**src/rtl/pds_pkg.sv**
```systemverilog
`timescale 1ns/1ps
package pds_pkg;

   typedef enum logic [1:0] {
      CLS_RT = 2'd0,
      CLS_MR = 2'd1,
      CLS_DF = 2'd2
   } slot_class_e;

   // Class of a slot number given the real-time and memory-return counts.
   function automatic slot_class_e class_of(input int unsigned slot,
                                            input int unsigned n_rt,
                                            input int unsigned n_mr);
      if (slot < n_rt)        return CLS_RT;
      if (slot < n_rt + n_mr) return CLS_MR;
      return CLS_DF;
   endfunction

endpackage

```
**src/rtl/pds_prio_enc.sv**
```systemverilog
`timescale 1ns/1ps
module pds_prio_enc #(
   parameter int N  = 16,
   parameter int SW = $clog2(N)
) (
   input  logic [N-1:0]  req_i,
   output logic          valid_o,
   output logic [SW-1:0] idx_o
);
   if (N < 2) begin : g_bad_n
      $error("pds_prio_enc: N must be at least 2");
   end

   // Lowest index wins.
   always_comb begin
      idx_o = '0;
      for (int i = N - 1; i >= 0; i--) begin
         if (req_i[i]) idx_o = SW'(i);
      end
   end

   assign valid_o = |req_i;
endmodule

```
**src/rtl/pds_addr_ram.sv**
```systemverilog
`timescale 1ns/1ps
module pds_addr_ram #(
   parameter int N  = 16,
   parameter int AW = 12,
   parameter int SW = $clog2(N)
) (
   input  logic          clk_i,
   // three write ports, highest precedence first
   input  logic          hi_we_i,
   input  logic [SW-1:0] hi_idx_i,
   input  logic [AW-1:0] hi_data_i,
   input  logic          mid_we_i,
   input  logic [SW-1:0] mid_idx_i,
   input  logic [AW-1:0] mid_data_i,
   input  logic          lo_we_i,
   input  logic [SW-1:0] lo_idx_i,
   input  logic [AW-1:0] lo_data_i,
   input  logic [SW-1:0] rd_idx_i,
   output logic [AW-1:0] rd_data_o
);
   if (AW < 1) begin : g_bad_aw
      $error("pds_addr_ram: AW must be positive");
   end

   logic [AW-1:0] mem [N];

   // Edge-updated entries; the read is combinational, so a write lands
   // before the entry is read in the following cycle.
   always_ff @(posedge clk_i) begin
      for (int e = 0; e < N; e++) begin
         if (hi_we_i && hi_idx_i == SW'(e))        mem[e] <= hi_data_i;
         else if (mid_we_i && mid_idx_i == SW'(e)) mem[e] <= mid_data_i;
         else if (lo_we_i && lo_idx_i == SW'(e))   mem[e] <= lo_data_i;
      end
   end

   assign rd_data_o = mem[rd_idx_i];
endmodule

```
**src/rtl/pds_tag_fifo.sv**
```systemverilog
`timescale 1ns/1ps
module pds_tag_fifo #(
   parameter int DEPTH = 4,
   parameter int TW    = 3
) (
   input  logic          clk_i,
   input  logic          rst_i,
   input  logic          push_i,
   input  logic [TW-1:0] push_tag_i,
   input  logic          pop_i,
   output logic [TW-1:0] head_o,
   output logic          empty_o,
   output logic          full_o
);
   localparam int PW = $clog2(DEPTH);
   localparam int CW = $clog2(DEPTH + 1);
   localparam bit POW2 = (DEPTH & (DEPTH - 1)) == 0;

   if (DEPTH < 2) begin : g_bad_depth
      $error("pds_tag_fifo: DEPTH must be at least 2");
   end

   logic [TW-1:0] store [DEPTH];
   logic [PW-1:0] wr_ptr, rd_ptr, wr_nxt, rd_nxt;
   logic [CW-1:0] count;
   logic          do_push, do_pop;

   assign empty_o = count == '0;
   assign full_o  = count == CW'(DEPTH);
   assign do_push = push_i && !full_o;
   assign do_pop  = pop_i && !empty_o;
   assign head_o  = store[rd_ptr];

   if (POW2) begin : g_wrap_free
      assign wr_nxt = wr_ptr + 1'b1;
      assign rd_nxt = rd_ptr + 1'b1;
   end else begin : g_wrap_cmp
      assign wr_nxt = (wr_ptr == PW'(DEPTH - 1)) ? '0 : wr_ptr + 1'b1;
      assign rd_nxt = (rd_ptr == PW'(DEPTH - 1)) ? '0 : rd_ptr + 1'b1;
   end

   always_ff @(posedge clk_i) begin
      if (rst_i) begin
         wr_ptr <= '0;
         rd_ptr <= '0;
         count  <= '0;
      end else begin
         if (do_push) wr_ptr <= wr_nxt;
         if (do_pop)  rd_ptr <= rd_nxt;
         count <= count + CW'(do_push) - CW'(do_pop);
      end
   end

   always_ff @(posedge clk_i) begin
      if (do_push) store[wr_ptr] <= push_tag_i;
   end
endmodule

```
**src/rtl/pds_dispatch.sv**
```systemverilog
`timescale 1ns/1ps
module pds_dispatch
   import pds_pkg::*;
#(
   parameter  int N_RT   = 4,
   parameter  int N_MR   = 8,
   parameter  int N_DF   = 4,
   parameter  int AW     = 12,
   parameter  int QDEPTH = 4,
   localparam int NSLOT  = N_RT + N_MR + N_DF,
   localparam int SW     = $clog2(NSLOT),
   localparam int TW     = $clog2(N_MR),
   localparam int DW     = $clog2(N_DF)
) (
   input  logic            clk_i,
   input  logic            rst_i,
   input  logic [N_RT-1:0] irq_i,
   input  logic            mreq_valid_i,
   input  logic [TW-1:0]   mreq_tag_i,
   input  logic [AW-1:0]   mreq_cont_i,
   output logic            mreq_ready_o,
   input  logic            mret_valid_i,
   input  logic            yield_valid_i,
   input  logic [AW-1:0]   yield_cont_i,
   input  logic            dflt_start_i,
   input  logic [DW-1:0]   dflt_idx_i,
   input  logic            init_we_i,
   input  logic [SW-1:0]   init_slot_i,
   input  logic [AW-1:0]   init_addr_i,
   output logic            disp_valid_o,
   output logic [SW-1:0]   disp_slot_o,
   output logic [AW-1:0]   disp_addr_o
);
   if (N_RT < 1) begin : g_bad_rt
      $error("pds_dispatch: N_RT must be at least 1");
   end
   if (N_MR < 2 || N_DF < 2) begin : g_bad_cls
      $error("pds_dispatch: N_MR and N_DF must be at least 2");
   end

   logic [NSLOT-1:0] active_q, active_d, set_vec, clr_vec;
   logic             enc_valid;
   logic [SW-1:0]    cur_slot;
   logic [AW-1:0]    rd_addr;
   logic             fifo_full, fifo_empty;
   logic [TW-1:0]    fifo_head;
   logic             mreq_acc, yield_acc, ret_fire, df_fire, cur_is_rt;
   logic [SW-1:0]    mreq_entry;

   pds_prio_enc #(.N(NSLOT), .SW(SW)) u_enc (
      .req_i   (active_q),
      .valid_o (enc_valid),
      .idx_o   (cur_slot)
   );

   assign cur_is_rt  = class_of({{(32 - SW){1'b0}}, cur_slot}, N_RT, N_MR) == CLS_RT;
   assign mreq_acc   = mreq_valid_i && !fifo_full && enc_valid;
   assign yield_acc  = yield_valid_i && !mreq_valid_i && enc_valid;
   assign ret_fire   = mret_valid_i && !fifo_empty;
   assign df_fire    = dflt_start_i && enc_valid && cur_is_rt;
   assign mreq_entry = SW'(N_RT) + SW'(mreq_tag_i);

   pds_tag_fifo #(.DEPTH(QDEPTH), .TW(TW)) u_tags (
      .clk_i      (clk_i),
      .rst_i      (rst_i),
      .push_i     (mreq_acc),
      .push_tag_i (mreq_tag_i),
      .pop_i      (ret_fire),
      .head_o     (fifo_head),
      .empty_o    (fifo_empty),
      .full_o     (fifo_full)
   );

   pds_addr_ram #(.N(NSLOT), .AW(AW), .SW(SW)) u_ram (
      .clk_i      (clk_i),
      .hi_we_i    (mreq_acc),
      .hi_idx_i   (mreq_entry),
      .hi_data_i  (mreq_cont_i),
      .mid_we_i   (yield_acc),
      .mid_idx_i  (cur_slot),
      .mid_data_i (yield_cont_i),
      .lo_we_i    (init_we_i),
      .lo_idx_i   (init_slot_i),
      .lo_data_i  (init_addr_i),
      .rd_idx_i   (cur_slot),
      .rd_data_o  (rd_addr)
   );

   // Wake-up sources, one group per class.
   for (genvar r = 0; r < N_RT; r++) begin : g_rt_set
      assign set_vec[r] = irq_i[r];
   end
   for (genvar m = 0; m < N_MR; m++) begin : g_mr_set
      assign set_vec[N_RT + m] = ret_fire && fifo_head == TW'(m);
   end
   for (genvar d = 0; d < N_DF; d++) begin : g_df_set
      assign set_vec[N_RT + N_MR + d] = df_fire && dflt_idx_i == DW'(d);
   end

   assign clr_vec  = (mreq_acc || yield_acc) ? (NSLOT'(1) << cur_slot) : '0;
   // A wake-up overrides a suspend of the same slot.
   assign active_d = (active_q & ~clr_vec) | set_vec;

   always_ff @(posedge clk_i) begin
      if (rst_i) active_q <= '0;
      else       active_q <= active_d;
   end

   assign mreq_ready_o = !fifo_full;
   assign disp_valid_o = enc_valid;
   assign disp_slot_o  = cur_slot;
   assign disp_addr_o  = enc_valid ? rd_addr : '0;
endmodule

```
**config.mk**
```make
export PLATFORM = sky130hd
export DESIGN_NAME = pds_dispatch
export DESIGN_NICKNAME = d
export VERILOG_FILES = /design/src/rtl/pds_pkg.sv /design/src/rtl/pds_prio_enc.sv /design/src/rtl/pds_addr_ram.sv /design/src/rtl/pds_tag_fifo.sv /design/src/rtl/pds_dispatch.sv
export SDC_FILE = /design/constraint.sdc
export NUM_CORES = 1
export LEC_CHECK = 0
export ABC_AREA = 1
export BUFFER_PORTS_ARGS = -buffer_cell sky130_fd_sc_hd__buf_2
export CAP_MARGIN = 20
export CORE_ASPECT_RATIO = 1.4
export CORE_MARGIN = 2
export CORE_UTILIZATION = 62
export DETAILED_ROUTE_END_ITERATION = 7
export PLACE_DENSITY = 0.8
export REMOVE_ABC_BUFFERS = 1
export SYNTH_ARGS = -nofsm -noshare
export SYNTH_HDL_FRONTEND = slang
export SYNTH_SLANG_ARGS = --single-unit
```
**constraint.sdc**
```tcl
create_clock -name clk_i -period 3.4 [get_ports clk_i]
set_input_delay 0.51 -clock clk_i [delete_from_list [all_inputs] [get_ports clk_i]]
set_output_delay 0.51 -clock clk_i [all_outputs]
set_load 0.01 [all_outputs]
```
# After elaboration in Yosys (flattened, before gate mapping)
# Memories as Yosys holds them, arrays and structs flattened. A register that Yosys moved wholly into a read port is not among the register bits.
# Cells that the tools add are included.
[op_classes]
bitwise = 35
div = 0
shifts = 1
n_eq_ne = 56
mul = 0
n_mux = 205
reduce_logical = 81
order_cmp = 2
addsub = 5
[op_table]
columns = ["cell", "n"]
rows = [
  ["$mux 12", 33],
  ["$mux 1", 149],
  ["$eq 4x4->1 const B", 24],
  ["$logic_and 1x1->1", 69],
  ["$mux 4", 16],
  ["$eq 4x3->1 const B", 12],
  ["$or 1x1->1", 32],
  ["$eq 4x2->1 const B", 6],
  ["$and 16x16->16", 1],
  ["$mux 16", 1],
  ["$not 16->16", 1],
  ["$or 16x16->16", 1],
  ["$reduce_or 16->1", 1],
  ["$shl 1x4->16 const A", 1],
  ["$eq 3x3->1 const B", 5],
  ["$eq 4x1->1 const B", 3],
  ["$logic_not 4->1", 3],
  ["$mux 2", 6],
  ["$eq 3x2->1 const B", 2],
  ["$logic_not 3->1", 2],
  ["$add 2x1->2 const B", 2],
  ["$add 3x3->4 const A", 1],
  ["$eq 2x2->1 const B", 2],
  ["$logic_not 2->1", 2],
  ["other kinds (8)", 10],
]
[totals]
latch_bits = 0
input_bits = 56
rom_bits = 0
mem_count = 2
reg_bits = 23
ramBits = 204
output_inout_bits = 18
[memory_table]
columns = ["memory", "depth", "width", "read_ports", "rd_clocked_by_memory_dff", "write_ports", "line_no", "rtl"]
rows = [
  ["u_ram.mem", 16, 12, 1, 0, 16, "pds_addr_ram.sv:25", "logic [AW-1:0] mem [N];"],
  ["u_tags.store", 4, 3, 1, 1, 1, "pds_tag_fifo.sv:23", "logic [TW-1:0] store [DEPTH];"],
]

# Depth between registers and ports, before layout
[logic_depth]
depth_word = 25
depth_mapped = 24
mapped_depth_nobuf = 22

# By module
# From an unflattened synthesis, not the netlist that was laid out.
[hier_totals]
hier_cells = 2420
hier_area_um2 = 15786.4
[by_module_without_submodules]
columns = ["mod", "cells_per_inst", "n_inst", "area_each_um2"]
rows = [
  ["pds_addr_ram", 2109, 1, 13708.1],
  ["pds_tag_fifo", 98, 1, 939.7],
  ["pds_dispatch", 164, 1, 929.6],
  ["pds_prio_enc", 49, 1, 209.0],
]

# Worst setup path after synthesis
# Ideal clock, no wire load.
[synth_path]
path_type = "register -> register"
start = "register active_q[0]"
end = "memory u_ram.mem[5][0] (enable)"
arrival_ns = 2.211
setup_ns = 0.361
slack_ns = 0.828
stages_incl_launch_ff = 16
n_path_buf = 2
synth_period_minus_slack_ns = 2.572
required_ns = 3.039
cell_sequence = "dfxtp_1 > inv_2 > nand2_2 > nor3_1 > inv_2 > nor2_1 > inv_2 > nor2_4 > inv_2 > nand3_2 > inv_2 > buf_6 > nand3_2 > nand3_1 > buf_4 > nand3_1"
[synth_rtl]
columns = ["element", "line_no", "rtl"]
rows = [
  ["start, declared", "pds_dispatch.sv:41", "logic [NSLOT-1:0] active_q, active_d, set_vec, clr_vec;"],
  ["start signal, assigned", "pds_dispatch.sv:106", "else active_q <= active_d;"],
  ["end, declared", "pds_addr_ram.sv:25", ""],
]

# Final worst setup path
[layout_path]
start = "register active_q[14]"
end = "output disp_addr_o[9]"
[layout_between]
elab_chain_cells = 17
elab_cells_between_ends = 18
cone_classes = "mux (16); reduce/logical (1); memory (1)"
[layout_rtl]
columns = ["element", "line_no", "rtl"]
rows = [
  ["$mux 4 (15 in series)", "pds_prio_enc.sv:18", "if (req_i[i]) idx_o = SW'(i);"],
  ["$mem_v2 16x12", "--", ""],
  ["$mux 12 (*)", "pds_dispatch.sv:112", "assign disp_addr_o = enc_valid ? rd_addr : '0;"],
  ["end, declared", "pds_dispatch.sv:32", "output logic [AW-1:0] disp_addr_o"],
]
# Mark *: on every way between the ends. The rest lies on a longest branch, timed or not.

==> run summary <==
The tools report the final-stage net count as 2042. IR analysis of the VDD net gives a maximum drop of 0.4864 mV. The internal portion of the total power is 5.923 mW.

The area share of xor/xnor cells in the synthesized design was 0.05858%. The die covers 25390 sq um. The run gives 14510 as the via count of the first global-routing pass. The critical path is of the flop to primary output type.

The tools report the worst hold-check slack as 0.2156 ns. The tools report the accumulated negative setup slack as -0.6413 ns. Across the routed clock network, the largest skew measured is 0.009542 ns. The detailed router finished its first iteration with 1983 violations.

The fraction of layout cells with a size suffix above 1 was 15.27%; the overall power consumption was 9.425 mW. The maximum clock frequency is 286.1 MHz, and the buffer depth of the longest clock path is 3. The distinct cell type count after synthesis is 45. The clock root buffer is sky130_fd_sc_hd__clkbuf_16. The initialized floorplan defines 67 standard-cell rows. For this block, the via count after detailed routing is 15420. The detail route stage leaves a number of antenna-violating nets equal to 0. The checks that failed: negative setup slack. For the final-layout fill cell count, the log shows 1887.

The residual overflow from global routing was 0; the arithmetic-cell share of the synthesized area counting full adders, half adders and majority gates was 0.6360%. Area growth from synthesis to layout: 13.51%. The prevailing post-synth register cell is sky130_fd_sc_hd__edfxtp_1. The share of the synthesized area in the top cell type came out at 40.97%.

Max-slew violation count: 0. For the H-tree depth, the log shows 1. Cell at the slowest stage of the critical path: sky130_fd_sc_hd__dfxtp_2.

The routed wire length is 58400 um, and the number of port buffers is 73. The post-synthesis cell type with the largest combined area is sky130_fd_sc_hd__edfxtp_1. The tools report the clock sink count as 229. The mean number of vias per cell is 6.685.

Floorplan die height: 187.7 um. Power spread over the standard cell area amounts to 555.4 nW/um^2. For this design the top-level I/O count stands at 74. Summed over all nets, the half-perimeter wirelength after detailed placement is 38060 um.

For the length of the first detailed-routing pass in iterations, the log shows 5. The final period utilization came out at 102.8%. The type of element launching the critical path was a flop. The peak per-stage delay on the critical path is 0.32 ns, and the arrival time of the worst setup path is 2.99 ns. The run finished, with violations left. Relative slew slack: 33.16%. Setup repair after global routing could not meet its margin everywhere. The run gives 0 as the number of max-capacitance violations reported. Global routing used 44.19% of the available tracks.

The tools report the sort of element at the end of the critical path as a primary output. In this run, the combinational gates consume 36.1% of the power. The class of the tightest hold or removal check is input pin to flop.

Of the total power, registers draw 35.7%. TritonCTS built the clock tree. The number of endpoints failing setup at the final stage was 12; the number of flops mapped to enable cells by yosys was 204. The synthesized netlist devotes 33.00% of its cell area to simple gates.

The synthesized netlist devotes 10.54% of its cell area to compound gates. In the routed design, unresolved DRC markers number 0. The peak fanout along the critical path was 7.

At the end of routability-driven placement, the weighted congestion stood at 1.052. The pin count of the biggest net entering global routing was 45. After layout, the minimum clock period comes to 3.495 ns. The analysis attributes to net switching a power of 3.502 mW. For the sequential cell area fraction in the yosys report, the log shows 44.32%. In the final routed layout, each cell accounts on average for 25.31 um. Among the stages of the critical path, the cell type that occurs most often is sky130_fd_sc_hd__nand2_1. At the placement stage, the worst setup path has a slack of 0.3797 ns. In the synthesized netlist the async set-or-reset flop fraction comes to 0%.

The clock slew at the register clock pins of the worst setup and hold paths works out to 0.06 ns. The logs give 2 for the number of antenna violations at the first check in global routing and 7.215 nW for the leakage component of the power. The count of hold buffers inserted by post-cts repair is 0, and the die extent in x is 135.2 um.

Net switching is 37.15% of the power. Per report_power, the clock group accounts for 28.2% of the total. For the slack of the critical path, the log shows -0.09531 ns. Walking the worst path, the cells encountered are inv_2 > nand2_1 > nand2_1 > nand2_1 > nand2_1 > nand2_1 > nand2_1 > nand2_1 > nand2_1 > nand2_1 > nand2_1 > nand2_2 > nand2_4 > nand2_8 > nand2_4 > nand2_8 > buf_12 > buf_6 > nand3_2 > nand3_1 > nand2_1 > nand3_2 > nor2_2 > buf_2. The core region is 23810 sq um. For the worst-skew pair, the clock arrives at the later sink with an insertion delay of 0.54 ns. The post-synthesis instance area was 14950 sq um.

Among cell families on the critical path, the largest total delay comes from simple AND/OR/NAND/NOR gates. The CTS buffer count came out at 25. Multiplexer cells account for 0% of the synthesized area. The number of synthesized register bits is 229, and the buffer and inverter count on the worst path is 4.

Ranked by total cell area, the synthesized netlist is headed by sky130_fd_sc_hd__edfxtp_1, sky130_fd_sc_hd__nand2_1, sky130_fd_sc_hd__nand3_1. The repair_antennas step left the layout with diodes totalling 0. The average footprint of a synthesized cell was 7.706 sq um.

After synthesis, the largest family of logic cells by area is simple AND/OR/NAND/NOR gates. Once the floorplan was initialized, standard cells occupied 62.80% of the core. The number of warning messages in the yosys log was 0; the number of hold-slack violations in the final timing report was 0. The first global-routing pass estimated 83320 um of wire. For the pin with the worst max-slew slack, the measured transition is 0.9989 ns. After technology mapping, the gate count stands at 1940.

At the worst endpoint, the required time is 2.89 ns.
stage by stage:
step           area, sq um  instances  util [%]
6_report             16970       2307     71.28
5_1_grt              16970       2307     71.28
4_1_cts              16520       2285     69.38
3_5_place_dp         15490       2226     65.05
3_3_place_gp         15490       2226     65.05
2_1_floorplan        14250       1784         -
logic make-up after synthesis:
family                     after synthesis
adders and majority gates                7
xor gates and xnor gates                 1
buffers and inverters                  424
AOI/OAI and AO/OA                      239
DFF                                    229
and+or+nand+nor                       1040
state kept, by name (all words and copies together) (netlist names), named ones only:
name / count
u_ram.mem: 192
active_q: 16
u_tags.store: 12
u_tags.count: 3
u_tags.rd_ptr: 2
u_tags.wr_ptr: 2
cells in the final DEF (no fill, tap or decap), types with 12 or more instances in the layout:
master and instances:
sky130_fd_sc_hd__a21oi_1 81, sky130_fd_sc_hd__a31oi_1 24, sky130_fd_sc_hd__buf_2 70, sky130_fd_sc_hd__buf_4 69
sky130_fd_sc_hd__clkbuf_16 28, sky130_fd_sc_hd__dfxtp_1 22, sky130_fd_sc_hd__edfxtp_1 204, sky130_fd_sc_hd__inv_1 232
sky130_fd_sc_hd__inv_2 24, sky130_fd_sc_hd__nand2_1 429, sky130_fd_sc_hd__nand2_2 13, sky130_fd_sc_hd__nand3_1 250
sky130_fd_sc_hd__nand3_2 21, sky130_fd_sc_hd__nand3b_1 72, sky130_fd_sc_hd__nand4_1 69, sky130_fd_sc_hd__nor2_1 145
sky130_fd_sc_hd__nor2_2 12, sky130_fd_sc_hd__o211ai_1 47, sky130_fd_sc_hd__o21ai_1 16, sky130_fd_sc_hd__o221ai_1 48
per-layer routing:
| layer | global-route usage [%] | share of wire (%) |
|---|---|---|
| met5 | 0 | 0.036 |
| met3 | 9.273 | 12 |
| met2 | 70.81 | 45 |
| met4 | 39.78 | 12 |
| met1 | 48.83 | 31 |
worst min-delay path, stage by stage:
cell	delay [ns]
sky130_fd_sc_hd__buf_2	0.10
sky130_fd_sc_hd__inv_1	0.05
sky130_fd_sc_hd__a21oi_1	0.05
power by group through the flow:
stage	clock (mW)	sequential (mW)	combinational, mW
global route	2.72	3.37	3.57
finish	2.65	3.36	3.41
detailed placement	0	3.42	2.65
floorplan	0	3.39	1.57
global placement	0	3.41	2.61
CTS	2.62	3.36	2.87
final cells by class:
| type | count | area, sq um | share of cell area (%) |
|---|---|---|---|
| Multi-Input combinational cell | 1287 | 6787 | 39.99 |
| Sequential cell | 229 | 6630 | 39.07 |
| Timing Repair Buffer | 167 | 1378 | 8.118 |
| Inverter | 268 | 1013 | 5.972 |
| Clock buffer | 39 | 738.2 | 4.350 |
| Tap cell | 310 | 387.9 | 2.286 |
| Clock inverter | 6 | 30.03 | 0.1770 |
| Timing Repair inverter | 1 | 6.256 | 0.03687 |
what timing repair did:
item                                    4_1_cts  5_1_grt
pin swaps                                     6       26
hold endpoints to repair                      0        0
cloned                                        4        6
resized for setup                            16       51
endpoints found under the setup margin       10       12
buffers inserted                             10       16
cells in the mapped netlist, types with 6 or more instances:
cell	number
sky130_fd_sc_hd__inv_1	233
sky130_fd_sc_hd__edfxtp_1	204
sky130_fd_sc_hd__nand3b_1	72
sky130_fd_sc_hd__o221ai_1	48
sky130_fd_sc_hd__buf_2	52
sky130_fd_sc_hd__nor2_1	158
sky130_fd_sc_hd__clkbuf_1	79
sky130_fd_sc_hd__clkinv_1	11
sky130_fd_sc_hd__nand3_2	11
sky130_fd_sc_hd__a31oi_1	24
sky130_fd_sc_hd__nand4_1	69
sky130_fd_sc_hd__o211ai_1	47
sky130_fd_sc_hd__nand2_2	7
sky130_fd_sc_hd__ha_1	6
sky130_fd_sc_hd__dfxtp_1	25
sky130_fd_sc_hd__nand3_1	260
sky130_fd_sc_hd__nand2_1	438
sky130_fd_sc_hd__inv_2	23
sky130_fd_sc_hd__o21ai_1	16
sky130_fd_sc_hd__buf_4	6
sky130_fd_sc_hd__o21ai_0	11
sky130_fd_sc_hd__buf_1	15
sky130_fd_sc_hd__a21oi_1	81
worst paths after layout:
check	slack [ns]	from	end	depth (start not counted)
max	-0.1	active_q[14]	disp_addr_o[9]	24
min	0.22	irq_i[0]	active_q[0]	3
max reg2reg	0.20	active_q[14]	u_ram.mem[12][3]	20
min reg2reg	0.48	active_q[14]	active_q[14]	2
(Power assumes the default switching activity.)
